$ cat config.mk
export PLATFORM = sky130hd
export DESIGN_NAME = ppb_tile_pingpong
export DESIGN_NICKNAME = d
export VERILOG_FILES = /design/src/rtl/ppb_pkg.sv /design/src/rtl/ppb_col_store.sv /design/src/rtl/ppb_pair_seq.sv /design/src/rtl/ppb_tile_pingpong.sv
export SDC_FILE = /design/constraint.sdc
export NUM_CORES = 1
export LEC_CHECK = 0
export CAP_MARGIN = 20
export CORE_UTILIZATION = 30
export CTS_BUF_LIST = sky130_fd_sc_hd__clkbuf_8 sky130_fd_sc_hd__clkbuf_16
export DETAILED_ROUTE_END_ITERATION = 6
export SYNTH_ARGS = -nofsm -noshare
export SYNTH_HDL_FRONTEND = slang
export SYNTH_HIERARCHICAL = 1
export SYNTH_SLANG_ARGS = --single-unit
$ cat constraint.sdc
create_clock -name clk_i -period 10.7 [get_ports clk_i]
set_clock_uncertainty 0.15 [all_clocks]
set_input_delay 1.07 -clock clk_i [delete_from_list [all_inputs] [get_ports clk_i]]
set_output_delay 1.07 -clock clk_i [all_outputs]
set_load 0.005 [all_outputs]
$ cat src/rtl/ppb_pkg.sv
package ppb_pkg;

    typedef enum logic [2:0] {
        BUF_EMPTY,
        BUF_FILLING,
        BUF_FULL,
        BUF_PROCESSING,
        BUF_WRITING
    } buf_state_e;

    // Bank slot (column-major, col*rows + row) of the k-th word in
    // 2x2-window order.
    function automatic int unsigned win_slot(input int unsigned k, input int unsigned rows);
        int unsigned row_pair;
        int unsigned sub;
        row_pair = k / 4;
        sub      = k % 4;
        return (sub % 2) * rows + 2 * row_pair + sub / 2;
    endfunction

endpackage

$ cat src/rtl/ppb_col_store.sv
module ppb_col_store #(
    parameter int DATA_W = 16,
    parameter int DEPTH  = 8,
    parameter int IDX_W  = $clog2(DEPTH)
) (
    input  logic              clk_i,
    input  logic              we_i,
    input  logic [IDX_W-1:0]  widx_i,
    input  logic [DATA_W-1:0] wdata_i,
    input  logic [IDX_W-1:0]  ridx_i,
    output logic [DATA_W-1:0] rdata_o
);
    logic [DATA_W-1:0] mem_q [DEPTH];

    always_ff @(posedge clk_i) begin
        if (we_i) mem_q[widx_i] <= wdata_i;
    end

    assign rdata_o = mem_q[ridx_i];
endmodule

$ cat src/rtl/ppb_pair_seq.sv
module ppb_pair_seq #(
    parameter int ADDR_W = 16,
    parameter int STEP   = 8,
    parameter int TOTAL  = 6
) (
    input  logic              clk_i,
    input  logic              rst_i,
    input  logic              restart_i,
    input  logic              advance_i,
    output logic [ADDR_W-1:0] base_o,
    output logic              more_o
);
    localparam int PC_W = $clog2(TOTAL + 1);

    logic [ADDR_W-1:0] base_q;
    logic [PC_W-1:0]   left_q;

    always_ff @(posedge clk_i) begin
        if (rst_i) begin
            base_q <= '0;
            left_q <= '0;
        end else if (restart_i) begin
            base_q <= '0;
            left_q <= PC_W'(TOTAL);
        end else if (advance_i && left_q != '0) begin
            base_q <= base_q + ADDR_W'(STEP);
            left_q <= left_q - 1'b1;
        end
    end

    assign base_o = base_q;
    assign more_o = (left_q != '0);
endmodule

$ cat src/rtl/ppb_tile_pingpong.sv
module ppb_tile_pingpong
    import ppb_pkg::*;
#(
    parameter int DATA_W   = 16,
    parameter int ADDR_W   = 16,
    parameter int TILE_H   = 4,
    parameter int TILE_W   = 6,
    parameter int CHANNELS = 2
) (
    input  logic              clk_i,
    input  logic              rst_i,
    input  logic              start_i,
    output logic              busy_o,
    output logic              done_o,
    output logic              rd_req_valid_o,
    input  logic              rd_req_ready_i,
    output logic [ADDR_W-1:0] rd_req_addr_o,
    input  logic              rd_rsp_valid_i,
    input  logic [DATA_W-1:0] rd_rsp_data_i,
    output logic              pr_out_valid_o,
    input  logic              pr_out_ready_i,
    output logic [DATA_W-1:0] pr_out_data_o,
    input  logic              pr_res_valid_i,
    input  logic [DATA_W-1:0] pr_res_data_i,
    output logic              wr_valid_o,
    input  logic              wr_ready_i,
    output logic [ADDR_W-1:0] wr_addr_o,
    output logic [DATA_W-1:0] wr_data_o
);
    localparam int BUF_N       = 2 * TILE_H;
    localparam int IDX_W       = $clog2(BUF_N);
    localparam int CNT_W       = $clog2(BUF_N + 1);
    localparam int TOTAL_PAIRS = CHANNELS * (TILE_W / 2);

    if ((TILE_W % 2) != 0 || (TILE_H % 2) != 0) begin : g_bad_geometry
        $error("tile width and height must both be even");
    end

    logic              active_q, done_q;
    buf_state_e        buf_st_q [2];
    logic [ADDR_W-1:0] base_q   [2];
    logic              fsel_q, psel_q, wsel_q;
    logic [CNT_W-1:0]  rq_cnt_q, rs_cnt_q, tx_cnt_q, rx_cnt_q, wr_cnt_q;
    logic [DATA_W-1:0] bank_rdata [2];

    logic [ADDR_W-1:0] seq_base;
    logic              seq_more;

    logic start_go, fill_begin, rd_fire, rsp_take, fill_last;
    logic proc_begin, po_fire, res_take, proc_last;
    logic wr_fire, wr_last, run_fin;
    logic [IDX_W-1:0] tx_slot, rx_slot;

    assign start_go   = start_i && !active_q;
    assign fill_begin = active_q && seq_more && buf_st_q[fsel_q] == BUF_EMPTY;
    assign rd_fire    = rd_req_valid_o && rd_req_ready_i;
    assign rsp_take   = rd_rsp_valid_i && buf_st_q[fsel_q] == BUF_FILLING;
    assign fill_last  = rsp_take && rs_cnt_q == CNT_W'(BUF_N - 1);
    assign proc_begin = buf_st_q[psel_q] == BUF_FULL;
    assign po_fire    = pr_out_valid_o && pr_out_ready_i;
    assign res_take   = pr_res_valid_i && buf_st_q[psel_q] == BUF_PROCESSING;
    assign proc_last  = res_take && rx_cnt_q == CNT_W'(BUF_N - 1);
    assign wr_fire    = wr_valid_o && wr_ready_i;
    assign wr_last    = wr_fire && wr_cnt_q == CNT_W'(BUF_N - 1);
    assign run_fin    = active_q && !seq_more &&
                        buf_st_q[0] == BUF_EMPTY && buf_st_q[1] == BUF_EMPTY;

    assign tx_slot = IDX_W'(win_slot(32'(tx_cnt_q), TILE_H));
    assign rx_slot = IDX_W'(win_slot(32'(rx_cnt_q), TILE_H));

    ppb_pair_seq #(
        .ADDR_W (ADDR_W),
        .STEP   (BUF_N),
        .TOTAL  (TOTAL_PAIRS)
    ) seq_i (
        .clk_i     (clk_i),
        .rst_i     (rst_i),
        .restart_i (start_go),
        .advance_i (fill_begin),
        .base_o    (seq_base),
        .more_o    (seq_more)
    );

    for (genvar b = 0; b < 2; b++) begin : g_bank
        logic             fill_we, res_we;
        logic [IDX_W-1:0] ridx;
        assign fill_we = rsp_take && fsel_q == 1'(b);
        assign res_we  = res_take && psel_q == 1'(b);
        assign ridx    = (buf_st_q[b] == BUF_PROCESSING) ? tx_slot : IDX_W'(wr_cnt_q);

        ppb_col_store #(
            .DATA_W (DATA_W),
            .DEPTH  (BUF_N),
            .IDX_W  (IDX_W)
        ) store_i (
            .clk_i   (clk_i),
            .we_i    (fill_we || res_we),
            .widx_i  (res_we ? rx_slot : IDX_W'(rs_cnt_q)),
            .wdata_i (res_we ? pr_res_data_i : rd_rsp_data_i),
            .ridx_i  (ridx),
            .rdata_o (bank_rdata[b])
        );
    end

    always_ff @(posedge clk_i) begin
        if (rst_i) begin
            active_q    <= 1'b0;
            done_q      <= 1'b0;
            buf_st_q[0] <= BUF_EMPTY;
            buf_st_q[1] <= BUF_EMPTY;
            base_q[0]   <= '0;
            base_q[1]   <= '0;
            fsel_q      <= 1'b0;
            psel_q      <= 1'b0;
            wsel_q      <= 1'b0;
            rq_cnt_q    <= '0;
            rs_cnt_q    <= '0;
            tx_cnt_q    <= '0;
            rx_cnt_q    <= '0;
            wr_cnt_q    <= '0;
        end else begin
            done_q <= 1'b0;
            if (start_go) begin
                active_q <= 1'b1;
                fsel_q   <= 1'b0;
                psel_q   <= 1'b0;
                wsel_q   <= 1'b0;
            end
            if (run_fin) begin
                active_q <= 1'b0;
                done_q   <= 1'b1;
            end
            // fill engine
            if (fill_begin) begin
                buf_st_q[fsel_q] <= BUF_FILLING;
                base_q[fsel_q]   <= seq_base;
                rq_cnt_q         <= '0;
                rs_cnt_q         <= '0;
            end else begin
                if (rd_fire) rq_cnt_q <= rq_cnt_q + 1'b1;
                if (rsp_take) begin
                    rs_cnt_q <= rs_cnt_q + 1'b1;
                    if (fill_last) begin
                        buf_st_q[fsel_q] <= BUF_FULL;
                        fsel_q           <= ~fsel_q;
                    end
                end
            end
            // processing engine
            if (proc_begin) begin
                buf_st_q[psel_q] <= BUF_PROCESSING;
                tx_cnt_q         <= '0;
                rx_cnt_q         <= '0;
            end else begin
                if (po_fire) tx_cnt_q <= tx_cnt_q + 1'b1;
                if (res_take) begin
                    rx_cnt_q <= rx_cnt_q + 1'b1;
                    if (proc_last) begin
                        buf_st_q[psel_q] <= BUF_WRITING;
                        psel_q           <= ~psel_q;
                    end
                end
            end
            // write engine
            if (wr_fire) begin
                if (wr_last) begin
                    buf_st_q[wsel_q] <= BUF_EMPTY;
                    wsel_q           <= ~wsel_q;
                    wr_cnt_q         <= '0;
                end else begin
                    wr_cnt_q <= wr_cnt_q + 1'b1;
                end
            end
        end
    end

    assign busy_o         = active_q;
    assign done_o         = done_q;
    assign rd_req_valid_o = buf_st_q[fsel_q] == BUF_FILLING && rq_cnt_q < CNT_W'(BUF_N);
    assign rd_req_addr_o  = base_q[fsel_q] + ADDR_W'(rq_cnt_q);
    assign pr_out_valid_o = buf_st_q[psel_q] == BUF_PROCESSING && tx_cnt_q < CNT_W'(BUF_N);
    assign pr_out_data_o  = bank_rdata[psel_q];
    assign wr_valid_o     = buf_st_q[wsel_q] == BUF_WRITING;
    assign wr_addr_o      = base_q[wsel_q] + ADDR_W'(wr_cnt_q);
    assign wr_data_o      = bank_rdata[wsel_q];
endmodule

; ---- Word-level counts from Yosys, hierarchy flattened
; Memories as Yosys holds them, arrays and structs flattened. A register that Yosys moved wholly into a read port is not among the register bits.
; Index checks and enable logic that the tools add are counted.
[word_totals]
ff_bits = 44
ram_bits = 294
input_bits = 40
out_inout_bits = 69
elab_cells = 156
n_memories = 4
[op_classes]
n_addsub = 13
magnitude_cmp = 4
eq_ne = 9
n_mux = 69
bitwise_logic = 7
n_reduce_logical = 37
[memory_table]
columns = name, words, width, read_ports, rd_ports_with_merged_regs, wr, line_no
row1 = g_bank[0].store_i.mem_q, 8, 16, 1, 0, 1, ppb_col_store.sv:13  ; logic [DATA_W-1:0] mem_q [DEPTH];
row2 = g_bank[1].store_i.mem_q, 8, 16, 1, 0, 1, ppb_col_store.sv:13
row3 = base_q, 2, 16, 2, 2, 2, ppb_tile_pingpong.sv:41  ; logic [ADDR_W-1:0] base_q [2];
row4 = buf_st_q, 2, 3, 5, 3, 3, ppb_tile_pingpong.sv:40  ; buf_state_e buf_st_q [2];
[op_table]
columns = operator, n
row1 = $mux 16, 9
row2 = $mux 1, 49
row3 = $add 16x4->16, 2
row4 = $mux 3, 10
row5 = $logic_and 1x1->1, 21
row6 = $add 4x1->4 const B, 5
row7 = $add 16x4->16 const B, 1
row8 = $reduce_or 16->1, 1
row9 = $eq 3x2->1 const B, 4
row10 = $eq 4x3->1 const B, 3
row11 = $logic_not 3->1, 3
row12 = $lt 4x4->1 const B, 2
row13 = $reduce_or 2->1, 4
row14 = $add 3x1->3, 2
row15 = $add 3x3->3, 2
row16 = $reduce_or 3->1, 2
row17 = $ge 2x2->1 const B, 2
row18 = $mux 4, 1
row19 = $not 1->2, 2
row20 = $eq 3x1->1 const B, 1
row21 = $eq 3x3->1 const B, 1
row22 = $not 1->1, 3
row23 = $reduce_bool 3->1, 1
row24 = $sub 3x1->3 const B, 1
row25 = other kinds (4), 7

; ---- Logic depth before layout (Yosys ltp)
; Gate-level depths: netlist of the first run.
[depth]
word_depth = 11
ltp_mapped = 12
mapped_depth_nobuf = 9

; ---- Modules after synthesis
; Netlist of the first run, hierarchy kept.
[modules_own_cells]
columns = mod, n_inst, cells_per_inst, area_per_inst_um2, seq_area_each_um2
row1 = ppb_col_store, 2, 198, 4973.5, 3843.7
row2 = ppb_tile_pingpong, 1, 509, 4913.5, 1581.5
row3 = ppb_pair_seq, 1, 95, 832.0, 320.3

; ---- Worst setup path before layout of the first run
; Ideal clock, no wire load.
[synth_path]
kind = flip-flop to output port
start = register wsel_q (netlist name)
end = output port wr_addr_o[15]
arrival_time_ns = 2.969
required_ns = 9.480
slack_ns = 6.511
path_stages_with_launch = 12
n_path_buf = 3
cell_sequence = dfxtp_1 -> buf_2 -> buf_1 -> buf_1 -> mux2i_1 -> inv_1 -> ha_1 -> a21o_1 -> a211o_1 -> and3_1 -> nand3b_1 -> xor2_1
[synth_rtl]
columns = element, line_no
row1 = to (decl), ppb_tile_pingpong.sv:27  ; output logic [ADDR_W-1:0] wr_addr_o,

==> metrics.md, run 1 <==
| Metric | Value |
|---|---|
| Initial core utilization | 0.305 |
| Post-synthesis cell type count | 67 |
| Max Transition Viols Final | 0 |
| Crit Reg-Reg Endpoint | g_bank[1].store_i/mem_q[1][10] |
| Antenna violations before repair | 2 |
| WHS Path Cells | 2 |
| Final non-filler cell total | 1,836 |
| FF+latch count, synth | about 340 |
| Critical path peak fanout | 32 |
| Clock sinks | 335 |
| Clk buf depth | 3 |
| Setup slack after layout | 5.44 ns |
| DP HPWL | 24,000 um |
| DRT Wirelength | between 30,000 and 40,000 um |
| Post-CTS Hold Buffers | 0 |
| Area delta synth->final | 19.7% |
| Dpl cells | 1,771 |
| Placement Setup Slack | between 5 and 6 ns |
| Nets | 1,187 |
| Max Cap Viol | 0 |
| Die W | 231 um |
| # resized after CTS | 0 |
| EDFF count, synth | 288 |
| DRC viols | 0 |
| Maximum VDD drop | 0.117 mV |
| Hold Path Class | reg2reg |
| Port buffer count | 108 |
| Synth warn | 6 |
| Critical R2R Launch | fsel_q |
| Routed len/inst | 19.8 um |
| Die Y | 231 um |
| Core area | roughly 50,000 sq um |
| Share of post-route cells with drive strength above 1 | 0.190 |
| Hold Path Origin | seq_i/base_o[15] |
| Vias in the first global route | roughly 9,000 |
| Crit path launch type | register |
| Worst path arrival time | 4.04 ns |
| Placed inst area | 17,600 sq um |
| Fin area | around 19,000 sq um |
| Postcts setup bufs | 0 |
| First-pass GRT wire length | approximately 55,000 um |
| Slew margin rel. | 0.276 |
| Worst Path Required | approximately 9.5 ns |
| Cell area after synthesis | between 15,000 and 20,000 sq um |
| Synth Instances | 1,000 |
| TritonCTS Buffers | 36 |
| Ys flop type | edfxtp_1 |
| R2r setup slk | approximately 7.0 ns |
| Critical path class | reg2out |
| Total Power | between 2 and 3 mW |
| Final Cycle Share | 0.492 |
| DRT antenna net count | 0 |
| Maximum clock rate | 190 MHz |
| Row count | 83 |
| Async SR Flop Fraction | 0 |
| # IOs | between 100 and 150 |
| Clk root buf | clkbuf_16 |
| Pin count of the biggest net entering global routing | 43 |
| Via-to-Cell Ratio | slightly below 5 |
| Vias | around 9,000 |
| RSZ-0062 raised after global routing | no |
| Number of H-tree levels | 2 |
| Iter 0 DRT Violations | 655 |
| P per Cell Area | 150 nW/um^2 |
| Number of cells on the worst reg-to-reg path | 8 |
| Final hold violations | 0 |
| GP Congestion | ~0.77 |
| Fin Setup TNS | 0 ns |
| Status | completed |
| Hold Path End | seq_i/base_o[15] |
| Total Die Area | around 53,000 sq um |
| Tightest Pin Transition | around 1.1 ns |
| Tmin final | 5.26 ns |
| Commonest non-fill, non-tap cell in the layout | edfxtp_1 |
| TritonRoute pass-1 iters | 5 |
| CTS tree | done |
| Seq/Total Area, Yosys | 0.611 |
| Final setup fails | 0 |
| Mean Syn Cell Area | 15.7 sq um |
| Leak | 6.18 nW |
| Clk Latency, worst-skew pair | roughly 0.52 ns |
| CTS clock-pin slew for the worst setup and hold paths | ~0.06 ns |
| GRT Total Usage | 0.137 |
| Element type at the critical path end | output pin |
| Commonest non-fill, non-tap cells in the layout | edfxtp_1, mux2_2, clkdlybuf4s50_1 |
| Global route overflow | 0 |
## flip-flops by register name, indices dropped and copies added, names as in the netlist
signal,count
seq_i/base_o,13
busy_o,1
wsel_q,1
rq_cnt_q,4
fsel_q,1
rx_cnt_q,4
wr_cnt_q,4
g_bank.store_i/mem_q,256
base_q,32
seq_i/left_q,3
psel_q,1
rs_cnt_q,4
done_o,1
tx_cnt_q,4
buf_st_q,6
## worst max-delay path, stage by stage (launching register included)
cell	delay, ns
dfxtp_1	0.40
nor2b_1	0.20
nand2_1	0.14
mux2_2	0.99
mux4_1	0.69
mux2_2	0.35
mux2_2	0.28
clkdlybuf4s50_1	0.44
## Yosys cell counts (all sizes together), types with 14 or more instances
| cell type | number | area share |
|---|---|---|
| mux4 | 64 | 0.11 |
| a21oi | 24 | 0.0077 |
| and2 | 35 | 0.014 |
| inv | 15 | 0.0036 |
| mux2 | 112 | 0.080 |
| nand2 | 55 | 0.013 |
| nand3 | 22 | 0.0070 |
| ha | 16 | 0.013 |
| o21ai | 14 | 0.0045 |
| xnor2 | 20 | 0.011 |
| xor2 | 29 | 0.016 |
| dfxtp | 47 | 0.060 |
| mux2i | 32 | 0.020 |
| edfxtp | 288 | 0.55 |
| clkbuf | 15 | 0.0037 |
| nor2 | 49 | 0.012 |
| buf | 29 | 0.012 |
## per-stage QoR
step / utilization / hold slack [ns]
floorplan: - / 0.297
global placement: 0.342 / 0.329
detailed placement: 0.342 / 0.341
CTS: 0.365 / 0.350
global route: 0.365 / 0.383
finish: 0.365 / 0.347
## metal layers
layer  track usage  vias up  wire length [um]
li1              -     4193                 -
met1         0.196     4496             16900
met2         0.208      309             16000
met3        0.0350       41              2980
met4        0.0329        0               541
met5             0        -                 0
## how the worst max path moves through the flow
| stage | start | end | slack [ns] | depth (start not counted) |
|---|---|---|---|---|
| final | buf_st_q[1][1] | pr_out_data_o[15] | 5.44 | 7 |
| after global routing | buf_st_q[1][1] | pr_out_data_o[15] | 5.22 | 7 |
| after CTS | buf_st_q[1][1] | pr_out_data_o[15] | 5.34 | 7 |
| after detailed placement | buf_st_q[1][1] | pr_out_data_o[15] | 5.92 | 7 |
| after global placement | buf_st_q[1][1] | wr_data_o[15] | 5.93 | 7 |
| after floorplan | wsel_q | wr_addr_o[15] | 6.51 | 11 |
## cells by family after synthesis
kind of cell | Yosys count | synth area share
buffers and inverters | 60 | 0.0197
and+or+nand+nor | 252 | 0.0874
other | 1 | 0.000239
muxes | 208 | 0.206
AOI/OAI and AO/OA | 77 | 0.0329
adders and majority gates | 18 | 0.0153
DFF | 335 | 0.611
xor gates and xnor gates | 49 | 0.0273
## cell type report
type / count / area (sq um)
diodes: 1 / 2.50
clock buffers: 37 / 926
clock inverters: 27 / 262
fillers: 4958 / 32700
inverters: 16 / 60.1
multi-input cells: 607 / 5830
flip-flops and latches: 335 / 9590
well taps: 680 / 851
repair buffers: 133 / 1270
## power breakdown
group          total [mW]  switching, mW  internal (mW)
logic               0.138         0.0703         0.0676
clock network        1.25          0.496          0.749
registers            1.44         0.0104           1.43
Note: power is estimated with default switching activity, not from simulation.
==> run 2, diff against run 1 <==
==> constraint.sdc (replaced) <==
create_clock -name clk_i -period 5.42 [get_ports clk_i]
set_clock_uncertainty 0.15 [all_clocks]
set_input_delay 0.542 -clock clk_i [delete_from_list [all_inputs] [get_ports clk_i]]
set_output_delay 0.542 -clock clk_i [all_outputs]
set_load 0.005 [all_outputs]
==> metrics.md, run 2 (same netlist as run 1, synthesis figures left out) <==
| Metric | Value |
|---|---|
| Row count | 83 (unchanged) |
| Iter 0 DRT Violations | 512 (-22%) |
| DP HPWL | 24,800 um (+3.3%) |
| Final Cycle Share | 0.849 |
| Final hold violations | 0 (unchanged) |
| CP peak stage delay | 0.61 ns (-0.38 ns) |
| Leak | 6.17 nW (about the same) |
| Max Transition Viols Final | 0 (unchanged) |
| Area delta synth->final | 19.6% (about the same) |
| Die Y | 231 um (unchanged) |
| Global route overflow | 0 (unchanged) |
| Die W | 231 um (unchanged) |
| DRT antenna net count | 0 (unchanged) |
| Number of H-tree levels | 2 (unchanged) |
| Port buffer count | 108 (unchanged) |
| CP top delay family | multiplexers |
| P per Cell Area | 294 nW/um^2 (+96%) |
| Total Power | 5.51 mW (+95%) |
| CTS tree | done |
| Hold Path Class | reg2reg |
| Commonest non-fill, non-tap cells in the layout | edfxtp_1, mux2_2, clkdlybuf4s50_1 |
| Via-to-Cell Ratio | 4.91 (-0.18%) |
| Share of post-route cells with drive strength above 1 | 0.193 (+0.00346) |
| Slew margin rel. | 0.439 (+0.163) |
| Status | completed |
| DRT Wirelength | 36,400 um (+0.12%) |
| Nets | 1,190 (+0.25%) |
| TritonRoute pass-1 iters | 7 (+2) |
| Antenna violations before repair | 2 (unchanged) |
| Clk root buf | clkbuf_16 |
| Clock sinks | 335 (unchanged) |
| Worst path arrival time | 3.91 ns (-0.13 ns) |
| First-pass GRT wire length | 55,200 um (+0.26%) |
| Fin Setup TNS | 0 ns (unchanged) |
| Slowest cell on the critical path | mux4_1 |
| Maximum clock rate | 217 MHz |
| Largest Register | g_bank.store_i/mem_q |
| Total Die Area | 53,200 sq um (unchanged) |
| Critical path class | reg2out |
| Element type at the critical path end | output pin |
| Vias in the first global route | 9,054 (+0.34%) |
| Pin count of the biggest net entering global routing | 39 (-9.3%) |
| Initial core utilization | 0.305 (unchanged) |
| Clk Latency, worst-skew pair | 0.51 ns (about the same) |
| Commonest non-fill, non-tap cell in the layout | edfxtp_1 |
| Max reg flops | 256 (unchanged) |
| Vias | 9,023 (-0.18%) |
| Crit-path cells | nor2b_1 -> nand2_1 -> mux2_2 -> buf_4 -> mux4_1 -> mux2_2 -> mux2_2 -> clkdlybuf4s50_1 |
| TritonCTS Buffers | 35 (-2.8%) |
| Maximum VDD drop | 0.192 mV (+65%) |
| GRT Total Usage | 0.138 (+0.000613) |
| Final setup fails | 0 (unchanged) |
| Crit path buffers/inverters | 2 (+1) |
| Post-CTS Hold Buffers | 0 (unchanged) |
| Critical path peak fanout | 20 (-38%) |
| Crit path launch type | register |
| GP Congestion | 0.796 (+3.8%) |
| Tmin final | around 4.6 ns |
| Tightest Pin Transition | 0.837 ns (-0.249 ns) |
| CP dominant cell by count | mux2_2 |
| RSZ-0062 raised after global routing | no |
| # IOs | 109 (unchanged) |
| Clk buf depth | 3 (unchanged) |
| Max Cap Viol | 0 (unchanged) |
| # fillers | 4,910 (-0.97%) |
| CTS clock-pin slew for the worst setup and hold paths | 0.06 ns (about the same) |
| Core area | 51,500 sq um (unchanged) |
| Postcts setup bufs | 0 (unchanged) |
| Worst Path Required | 4.73 ns (-4.75 ns) |
| # resized after CTS | 0 (unchanged) |
| DRC viols | 0 (unchanged) |
| Routed len/inst | 19.9 um (+0.12%) |
## run 2: cell types whose count changed in the layout (fill, tap and decap cells not counted), sizes merged
cell,previous run,this run
clkbuf,37,35
clkinv,6,14
inv,28,21
buf,25,29
clkinvlp,4,1
## run 2: final cells by class
type	count	area, sq um	share of cell area
Sequential cell	335	9590	0.511
Multi-Input combinational cell	607	5830	0.310
Timing Repair Buffer	137	1300	0.0692
Clock buffer	35	876	0.0466
Tap cell	680	851	0.0453
Clock inverter	25	268	0.0143
Inverter	16	60.1	0.00320
Antenna cell	1	2.50	0.000133
## run 2: per-layer routing
layer / vias up / part of all wire / global-route usage
met4: 0 / 0.016 / 0.0310
met2: 286 / 0.44 / 0.216
met3: 40 / 0.066 / 0.0313
met1: 4505 / 0.47 / 0.194
met5: - / 0 / 0
li1: 4192 / - / -
## run 2: worst min-delay path, cell delays in order (launching register included)
cell and delay [ns]:
dfxtp_1 0.33, nand2_1 0.06, mux2i_1 0.05
## run 2: where the power goes
part	total [mW]	internal (mW)	switching, mW
Sequential	2.84	2.82	0.0203
Clock	2.40	1.42	0.983
Combinational	0.271	0.133	0.138
## run 2: metrics by stage
stage	hold slack [ns]	worst slack (ns)	util	cell area [sq um]	instances
finish	0.349	0.819	0.365	18800	1836
floorplan	0.297	1.76	-	15700	1002
detailed placement	0.345	1.32	0.342	17600	1775
CTS	0.355	0.737	0.364	18800	1835
global route	0.374	0.609	0.364	18800	1835
global placement	0.330	1.34	0.342	17600	1775
## run 2: final timing paths
check / end / slack (ns) / depth (start not counted) / startpoint
hold reg to reg: seq_i/base_o[15] / 0.35 / 2 / seq_i/base_o[15]
hold / removal: seq_i/base_o[15] / 0.35 / 2 / seq_i/base_o[15]
setup / recovery: wr_data_o[9] / 0.82 / 8 / buf_st_q[1][1]
setup reg to reg: g_bank[1].store_i/mem_q[0][10] / 2.35 / 7 / fsel_q
==> run 3, diff against run 2 <==
==> constraint.sdc (replaced) <==
create_clock -name clk_i -period 4.28 [get_ports clk_i]
set_clock_uncertainty 0.15 [all_clocks]
set_input_delay 0.428 -clock clk_i [delete_from_list [all_inputs] [get_ports clk_i]]
set_output_delay 0.428 -clock clk_i [all_outputs]
set_load 0.005 [all_outputs]
==> metrics.md, run 3 (same netlist as run 1, synthesis figures left out) <==
| Metric | Value |
|---|---|
| Leak | 6.22 nW (+0.76%) |
| GP Congestion | 0.781 (-1.9%) |
| Critical path class | reg2out |
| TritonRoute pass-1 iters | 4 (-3) |
| First-pass GRT wire length | 55,600 um (+0.71%) |
| Final setup fails | 0 (unchanged) |
| DP HPWL | 24,600 um (-0.99%) |
| Vias | 9,007 (-0.18%) |
| Initial core utilization | 0.305 (unchanged) |
| Hold Path Origin | seq_i/base_o[15] |
| Commonest non-fill, non-tap cells in the layout | edfxtp_1, mux2_2, clkdlybuf4s50_1 |
| Maximum VDD drop | 0.294 mV (+53%) |
| Vias in the first global route | 9,020 (-0.38%) |
| Sequential Area | 9590 sq um (unchanged) |
| Area delta synth->final | 20.3% |
| Max Cap Viol | 0 (unchanged) |
| Slew margin rel. | 0.435 (-0.00363) |
| Commonest non-fill, non-tap cell in the layout | edfxtp_1 |
| Pin count of the biggest net entering global routing | 33 (-15%) |
| DRT antenna net count | 0 (unchanged) |
| # fillers | 4,940 (+0.61%) |
| DRC viols | 0 (unchanged) |
| Postcts setup bufs | 0 (unchanged) |
| Port buffer count | 108 (unchanged) |
| Tightest Pin Transition | 0.842 ns (+0.00542 ns) |
| Tmin final | roughly 4.1 ns |
| GR Util met3 | 0.0341 (+0.00284) |
| WHS Path Cells | 2 (unchanged) |
| Critical R2R Launch | psel_q |
| CP dominant cell by count | mux2_2 |
| Max Transition Viols Final | 0 (unchanged) |
| Clk buf depth | 3 (unchanged) |
| Row count | 83 (unchanged) |
| Crit path buffers/inverters | 2 (unchanged) |
| Hold Path Class | reg2reg |
| R2r setup slk | 1.25 ns (-1.10 ns) |
| Status | completed |
| Element type at the critical path end | output pin |
| Dpl cells | 1,775 (unchanged) |
| Final hold violations | 0 (unchanged) |
| Crit path launch type | register |
| GRT busiest layer | met2 |
| Area of the multi-input gates | 5830 sq um (about the same) |
| RSZ-0062 raised after global routing | no |
| CTS tree | done |
| Number of cells on the worst reg-to-reg path | 9 (+2) |
| Clk root buf | clkbuf_16 |
| CP peak stage delay | 0.59 ns (-0.02 ns) |
| M1 GR Usage | 0.195 (+0.00146) |
| Final Cycle Share | 0.963 |
| Post-CTS Hold Buffers | 0 (unchanged) |
| Max reg flops | 256 (unchanged) |
| Setup slack after layout | 0.159 ns (-0.660 ns) |
| Critical path peak fanout | 16 (-20%) |
| Hold Path End | seq_i/base_o[15] |
| Die Y | 231 um (unchanged) |
| Maximum clock rate | 243 MHz |
| CP top delay family | multiplexers |
| DRT Wirelength | 37,000 um (+1.5%) |
| P per Cell Area | 373 nW/um^2 (+27%) |
| Worst path arrival time | 3.54 ns (-0.37 ns) |
| # IOs | 109 (unchanged) |
| Number of antenna diodes | 0 (-1) |
| Fin Setup TNS | 0 ns (unchanged) |
| Worst Path Required | 3.70 ns (-1.03 ns) |
| Clock sinks | 335 (unchanged) |
| CTS clock-pin slew for the worst setup and hold paths | 0.06 ns (about the same) |
| Core area | 51,500 sq um (unchanged) |
| Largest Register | g_bank.store_i/mem_q |
| Clk Latency, worst-skew pair | 0.54 ns (+0.03 ns) |
| TritonCTS Buffers | 37 (+5.7%) |
| Via-to-Cell Ratio | 4.89 (-0.56%) |
| Die W | 231 um (unchanged) |
| Slowest cell on the critical path | mux4_1 |
| Routed len/inst | 20.1 um (+1.1%) |
| Met2 GRT Util | 0.212 (-0.00348) |
| Iter 0 DRT Violations | 570 (+11%) |
| Crit-path cells | nor2b_1 -> nand2_1 -> mux2_4 -> buf_12 -> mux4_1 -> mux2_2 -> mux2_2 -> clkdlybuf4s50_1 |
| GRT Total Usage | 0.138 (about the same) |
| Number of H-tree levels | 2 (unchanged) |
| Total Power | 7.04 mW (+28%) |
| # resized after CTS | 0 (unchanged) |
| Antenna violations before repair | 0 (-2) |
| Nets | 1,193 (+0.25%) |
| Final non-filler cell total | 1,843 (+0.38%) |
| Share of post-route cells with drive strength above 1 | 0.196 (+0.00297) |
| Placement Setup Slack | 0.671 ns (-0.650 ns) |
| Total Die Area | 53,200 sq um (unchanged) |
| Global route overflow | 0 (unchanged) |
| Crit Reg-Reg Endpoint | g_bank[0].store_i/mem_q[6][9] |
==> run 3: worst register-to-register path, delay by kind of cell, from the launching register on <==
kind	cells	cell delay, ns
DFF	1	0.33
buffers and inverters	3	0.93
muxes	1	0.37
and+or+nand+nor	5	0.93
==> run 3: worst max-delay path by stage <==
stage / from / to / slack, ns / cells past startpoint
3_3_place_gp: buf_st_q[1][1] / pr_out_data_o[12] / 0.71 / 8
4_1_cts: buf_st_q[1][1] / wr_data_o[2] / 0.08 / 8
6_report: buf_st_q[1][1] / pr_out_data_o[2] / 0.16 / 8
5_1_grt: fsel_q / rd_req_addr_o[15] / 0.02 / 8
2_1_floorplan: wsel_q / wr_addr_o[15] / 0.73 / 11
3_5_place_dp: buf_st_q[1][1] / wr_data_o[2] / 0.67 / 8
==> run 3: through the flow <==
stage	instance area, sq um	utilization	hold WS, ns
final	18900	0.366	0.346
after global routing	18900	0.366	0.372
after CTS	18800	0.366	0.346
after detailed placement	17700	0.343	0.338
after global placement	17700	0.343	0.329
after floorplan	15700	-	0.297
==> run 3: area by class of cell <==
cell class	instances	area share
sequential	335	0.508
multi-input combinational	607	0.309
timing repair buffer	138	0.0715
clock buffer	38	0.0498
tap	680	0.0451
clock inverter	29	0.0133
inverter	16	0.00318
==> run 3: power by group <==
group          leakage (nW)  switching [mW]  internal (mW)
sequential             3.01          0.0260           3.57
combinational          2.59           0.173          0.169
clock                 0.611            1.35           1.75
total                  6.22            1.54           5.49
==> run 3: per-layer routing <==
metal  vias up  share of wire  wire length, um
li1       4197              -                -
met1      4519           0.48            17700
met2       250           0.44            16400
met3        41          0.064             2380
met4         0          0.015              544
met5         -              0                0
